==> src/rtl/tx_stat_pkg.sv <==
package tx_stat_pkg;
  localparam int STAT_W = 11;

  typedef struct packed {
    logic       abort;
    logic       underrun;
    logic       crs_lost;
    logic       deferred;
    logic       xdefer;
    logic       owc;
    logic       xcoll;
    logic [3:0] ccnt;
  } tx_stat_t;
endpackage

==> src/rtl/coll_tally.sv <==
module coll_tally #(
  parameter int GROUP       = 16,
  parameter int FAIL_GROUPS = 4
) (
  input  logic       clk,
  input  logic       rst,
  input  logic       clr,
  input  logic       hit,
  input  logic       retry,
  output logic [3:0] ccnt,
  output logic       xcoll
);
  localparam int MAXC = GROUP * FAIL_GROUPS;
  localparam int TW   = $clog2(MAXC + 1);

  logic [TW-1:0] total;
  logic [TW-1:0] grp;
  logic [TW-1:0] rem;

  always_ff @(posedge clk) begin
    if (rst || clr) begin
      total <= hit ? TW'(1) : '0;
    end else if (hit && total != TW'(MAXC)) begin
      total <= total + TW'(1);
    end
  end

  always_comb begin
    grp = total / TW'(GROUP);
    rem = total % TW'(GROUP);
    if (!retry) begin
      ccnt  = (total >= TW'(15)) ? 4'd15 : 4'(total);
      xcoll = (total >= TW'(GROUP));
    end else begin
      ccnt[3:2] = (grp > TW'(3)) ? 2'd3 : 2'(grp);
      ccnt[1]   = (rem >= TW'(2));
      ccnt[0]   = (rem == TW'(1));
      xcoll     = (total >= TW'(MAXC));
    end
  end

  assert_no_wrap_R4: assert property (@(posedge clk) disable iff (rst)
    !clr |=> total >= $past(total));
  assert_start_clear_R3: assert property (@(posedge clk) disable iff (rst)
    clr && !hit |=> total == '0);
  assert_saturate_R6: assert property (@(posedge clk) disable iff (rst)
    total <= TW'(MAXC));
endmodule

==> src/rtl/defer_watch.sv <==
module defer_watch #(
  parameter int DEFER_LIMIT = 32
) (
  input  logic clk,
  input  logic rst,
  input  logic clr,
  input  logic defer,
  input  logic tick,
  output logic deferred,
  output logic xdefer
);
  localparam int CW   = $clog2(DEFER_LIMIT + 2);
  localparam int CTOP = DEFER_LIMIT + 1;

  logic [CW-1:0] cnt;
  logic          seen;

  always_ff @(posedge clk) begin
    if (rst || clr) begin
      cnt  <= (defer && tick) ? CW'(1) : '0;
      seen <= defer;
    end else begin
      seen <= seen | defer;
      if (defer && tick && cnt != CW'(CTOP)) cnt <= cnt + CW'(1);
    end
  end

  assign deferred = seen;
  assign xdefer   = (cnt > CW'(DEFER_LIMIT));

  assert_xdefer_cause_R10: assert property (@(posedge clk) disable iff (rst)
    $rose(xdefer) |-> $past(defer && tick));
  assert_deferred_cause_R9: assert property (@(posedge clk) disable iff (rst)
    $rose(deferred) |-> $past(defer));
endmodule

==> src/rtl/evt_flags.sv <==
module evt_flags (
  input  logic clk,
  input  logic rst,
  input  logic clr,
  input  logic abort,
  input  logic underrun,
  input  logic owc,
  input  logic crs_lost,
  input  logic cs_ignore,
  output logic f_abort,
  output logic f_underrun,
  output logic f_owc,
  output logic f_crs
);
  logic crs_take;
  assign crs_take = crs_lost && !cs_ignore;

  always_ff @(posedge clk) begin
    if (rst || clr) begin
      f_abort    <= abort;
      f_underrun <= underrun;
      f_owc      <= owc;
      f_crs      <= crs_take;
    end else begin
      f_abort    <= f_abort | abort;
      f_underrun <= f_underrun | underrun;
      f_owc      <= f_owc | owc;
      f_crs      <= f_crs | crs_take;
    end
  end

  assert_crs_masked_R8: assert property (@(posedge clk) disable iff (rst)
    !clr && !f_crs && (!crs_lost || cs_ignore) |=> !f_crs);
  assert_abort_sticky_R11: assert property (@(posedge clk) disable iff (rst)
    f_abort && !clr |=> f_abort);
endmodule

==> src/rtl/tx_status_encoder.sv <==
module tx_status_encoder #(
  parameter int GROUP       = 16,
  parameter int FAIL_GROUPS = 4,
  parameter int DEFER_LIMIT = 32
) (
  input  logic        clk,
  input  logic        rst,
  input  logic        sop_i,
  input  logic        eop_i,
  input  logic        col_i,
  input  logic        defer_i,
  input  logic        tick_i,
  input  logic        crs_lost_i,
  input  logic        owc_i,
  input  logic        underrun_i,
  input  logic        abort_i,
  input  logic        retry_mode_i,
  input  logic        cs_ignore_i,
  output logic [10:0] status_o,
  output logic        status_valid_o,
  output logic        xcol_fail_o
);
  import tx_stat_pkg::*;

  tx_stat_t cur;

  coll_tally #(.GROUP(GROUP), .FAIL_GROUPS(FAIL_GROUPS)) u_coll (
    .clk(clk), .rst(rst), .clr(sop_i), .hit(col_i), .retry(retry_mode_i),
    .ccnt(cur.ccnt), .xcoll(cur.xcoll)
  );

  defer_watch #(.DEFER_LIMIT(DEFER_LIMIT)) u_defer (
    .clk(clk), .rst(rst), .clr(sop_i), .defer(defer_i), .tick(tick_i),
    .deferred(cur.deferred), .xdefer(cur.xdefer)
  );

  evt_flags u_flags (
    .clk(clk), .rst(rst), .clr(sop_i), .abort(abort_i), .underrun(underrun_i),
    .owc(owc_i), .crs_lost(crs_lost_i), .cs_ignore(cs_ignore_i),
    .f_abort(cur.abort), .f_underrun(cur.underrun), .f_owc(cur.owc),
    .f_crs(cur.crs_lost)
  );

  always_ff @(posedge clk) begin
    if (rst) begin
      status_o       <= '0;
      status_valid_o <= 1'b0;
      xcol_fail_o    <= 1'b0;
    end else begin
      status_valid_o <= eop_i;
      if (eop_i) begin
        status_o    <= cur;
        xcol_fail_o <= cur.xcoll;
      end
    end
  end

  assert_valid_after_end_R2: assert property (@(posedge clk) disable iff (rst)
    status_valid_o |-> $past(eop_i));
  assert_hold_R2: assert property (@(posedge clk) disable iff (rst)
    !eop_i |=> $stable(status_o));
  assert_fail_bit_R7: assert property (@(posedge clk) disable iff (rst)
    xcol_fail_o == status_o[4]);
  assert_plain_sat_R4: assert property (@(posedge clk) disable iff (rst)
    status_valid_o && status_o[4] && !$past(retry_mode_i) |-> status_o[3:0] == 4'hF);
endmodule

==> config.mk <==
export PLATFORM = sky130hd
export DESIGN_NAME = tx_status_encoder
export DESIGN_NICKNAME = d
export VERILOG_FILES = /design/src/rtl/tx_stat_pkg.sv /design/src/rtl/coll_tally.sv /design/src/rtl/defer_watch.sv /design/src/rtl/evt_flags.sv /design/src/rtl/tx_status_encoder.sv
export SDC_FILE = /design/constraint.sdc
export NUM_CORES = 1
export LEC_CHECK = 0
export BUFFER_PORTS_ARGS = -buffer_cell sky130_fd_sc_hd__buf_4
export CORE_ASPECT_RATIO = 1.1
export CORE_MARGIN = 2
export CORE_UTILIZATION = 30
export DETAILED_ROUTE_END_ITERATION = 10
export GPL_TIMING_DRIVEN = 0
export PLACE_DENSITY_LB_ADDON = 0.25
export SLEW_MARGIN = 20
export SYNTH_ARGS = -nofsm -noshare
export SYNTH_HDL_FRONTEND = slang
export SYNTH_SLANG_ARGS = --single-unit
==> constraint.sdc <==
create_clock -name clk -period 3.3 [get_ports clk]
set_input_delay 0.165 -clock clk [delete_from_list [all_inputs] [get_ports clk]]
set_output_delay 0.165 -clock clk [all_outputs]
set_load 0.05 [all_outputs]
==> results_dict.tcl <==
set metrics [dict create \
    relSlewSlack_pct 63.9 \
    routabilityCongestion 0.893 \
    p_int_uw 639 \
    power_frac_comb_pct 15.9 \
    p_leak_uw 0.000720 \
    dieArea_mm2 0.00512 \
    viasPerCell 4.73 \
    initial_core_util_pct 31.5 \
    die_w_um 68.4 \
    outcome "completed" \
    async_flop_share_pct 0 \
    place_ws_ns 1.69 \
    seqPwrFrac_pct 50.0 \
    reg_top3 "status_o: 11 flops, u_coll.total: 7 flops, u_defer.cnt: 6 flops" \
    syn_nets 153 \
    ys_ff_latch 30 \
    cts_setup_buffers 0 \
    portBuffers 24 \
    synth_edf_count 13 \
    grt_pass1_vias 1027 \
    grt_max_degree 11 \
    irDropWorstVdd_uv 236 \
    chipHeight_um 74.9 \
    power-per-cell-area_mw_per_mm2 516 \
    hold_path_class "in2reg" \
    largest_register_ffs 11 \
    fmax_mhz 628 \
    clock_latency_ns 0.28 \
    wire_per_inst_um 12.6 \
    hpwlAfterDp_um 2050 \
    drt_iter0_drc 60 \
    ys_top_cells_by_count "nor2_1, dfxtp_1, edfxtp_1" \
    ys_types 32 \
    clkSlewWorstSetupHoldPaths_ns 0.06 \
    grt_first_pass_wirelength_um 4640 \
    fin_setup_tns_ns 0 \
    avgSynthCellArea_um2 10.2 \
    worst_pin_slew_ns 0.537 \
    p_clk_share_pct 34.1 \
    swShare_pct 27.5 \
    skew_ns 0.00518 \
    fin_crit_sh_pct 48.3 \
    cp.arrival_ns 1.51 \
    yosys_warnings 0 \
    num_io_pins 26 \
    antennaDiodeCount 0 \
    worstPathRequired_ns 3.22 \
    antenna_found_initial 0 \
    min_period_ns 1.59 \
    yosysTopAreaCellShare_pct 28.5 \
    area_delta_synth_final_pct 24.7 \
    cp_max_fo 6 \
    end_kind "register" \
    worstSetupStartpointType "register" \
    cts_tree "yes" \
    seq_area_frac_synth_pct 53.3 \
    drv_cap 0 \
    drive_gt1_share_pct 22.9 \
    groute.usage.overall_pct 12.8 \
    setup_viol 0 \
    num_rows 25 \
    synth_most_common_cell "nor2_1" \
    setup_ws_ns 1.71 \
    postCtsResizedCells 0 \
    hold_buffers 0 \
    wl_um 2780 \
    slew_viol_final 0 \
    first_pass_iters 4 \
    synth-main-ff-cell "dfxtp_1" \
    cts-root-buf "clkbuf_8" \
    synth_area_mm2 0.00137 \
    core_area_mm2 0.00435 \
    largest-register "status_o" \
    post-route-drc-count 0 \
    fin_nets 184 \
    fin_util_pct 39.3 \
    ant_nets 0 \
    critPathKind "reg2reg" \
    overflow 0 \
    clock-sinks 30 \
    yosysTopAreaCell "edfxtp_1" \
    hold_viol 0 \
    power.switching_uw 242 \
    clockBufferDepth 2 \
    vias 1040 \
    netlist_top_cells_area "edfxtp_1, dfxtp_1, nor2_1" \
    h-tree-depth 2 \
    cts_buffers 5 \
    fillers 439 \
    rsz0062_at_grt "no" \
    synthCells 134 \
]
-- through the flow --
step,hold slack (ns),power (uW),std cells,instance area (um2)
6_report,0.0539,881,220,1710
5_1_grt,0.0468,932,220,1710
4_1_cts,0.0376,896,220,1710
3_5_place_dp,0.339,589,212,1620
3_3_place_gp,0.336,586,212,1620
2_1_floorplan,0.237,541,134,1370
-- cell usage in the layout (no fill, tap or decap) --
cell type | synthesis | routed
nor2_1 | 21 | 21
xor2_1 | 4 | 4
dfxtp_1 | 17 | 17
inv_1 | 6 | 6
o21ba_1 | 1 | 1
a21oi_2 | 1 | 1
edfxtp_1 | 13 | 13
nand2_1 | 8 | 8
buf_4 | 1 | 25
nor4_1 | 3 | 3
and4_1 | 1 | 1
and2_1 | 2 | 2
a21o_1 | 5 | 5
a311oi_1 | 2 | 2
a21oi_1 | 4 | 4
clkbuf_8 | 0 | 6
clkbuf_1 | 1 | 2
ha_1 | 6 | 6
clkinv_2 | 0 | 1
xnor2_1 | 2 | 2
or3_1 | 3 | 3
o21ai_0 | 1 | 1
nor4b_1 | 2 | 2
nand3_2 | 1 | 1
mux2i_1 | 5 | 5
or2_1 | 1 | 1
or4b_1 | 1 | 1
o21ai_1 | 8 | 8
nor2b_1 | 1 | 1
a211oi_1 | 1 | 1
nand2b_1 | 1 | 1
buf_2 | 4 | 4
nand3_1 | 5 | 5
nand4_1 | 2 | 2
-- final cells by class --
class	count	area [um2]	share of cell area, %
buffer	6	31.3	1.83
clock buffer	7	86.3	5.05
clock inverter	1	5.00	0.293
inverter	6	22.5	1.32
multi-input combinational	92	586	34.3
sequential	30	731	42.8
tap	54	67.6	3.95
timing repair buffer	24	180	10.5
-- worst paths after layout --
path	startpoint	end	slack, ns	depth (start not counted)
worst min register to register	u_flags.f_underrun	u_flags.f_underrun	0.45	1
worst min-delay path	owc_i	u_flags.f_owc	0.05	2
worst max-delay path	u_defer.cnt[0]	u_defer.cnt[3]	1.71	4
worst max register to register	u_defer.cnt[0]	u_defer.cnt[3]	1.71	4
-- per-layer routing --
metal | up-vias | share of wire (%) | GRT usage, %
met5 | - | 0 | 0
met4 | 0 | 1.7 | 7.56
met3 | 4 | 6.8 | 5.38
met2 | 33 | 46 | 19.3
met1 | 475 | 45 | 15.1
li1 | 528 | - | -
-- power groups by stage --
| stage | logic, uW | registers [uW] | clock network [uW] |
|---|---|---|---|
| final | 141 | 440 | 300 |
| after global routing | 154 | 445 | 334 |
| after global placement | 139 | 447 | 0 |
| after floorplan | 61.7 | 479 | 0 |
| after detailed placement | 141 | 448 | 0 |
| after CTS | 142 | 440 | 314 |
-- worst max-delay path, cell delays in order (launching register included) --
cell	delay (ns)
edfxtp_1	0.46
ha_1	0.23
nand2_1	0.05
nor4_1	0.04
o21ai_1	0.44
-- cell families after synthesis --
| family | count (synthesis) | share of synthesized area [%] |
|---|---|---|
| flops | 30 | 53.3 |
| buf+inv | 12 | 3.93 |
| simple gates | 52 | 19.1 |
| mux | 5 | 3.65 |
| compound gates | 23 | 10.7 |
| fa+ha+maj | 6 | 5.48 |
| xor+xnor | 6 | 3.84 |
Note: power is estimated with default switching activity, not from simulation.
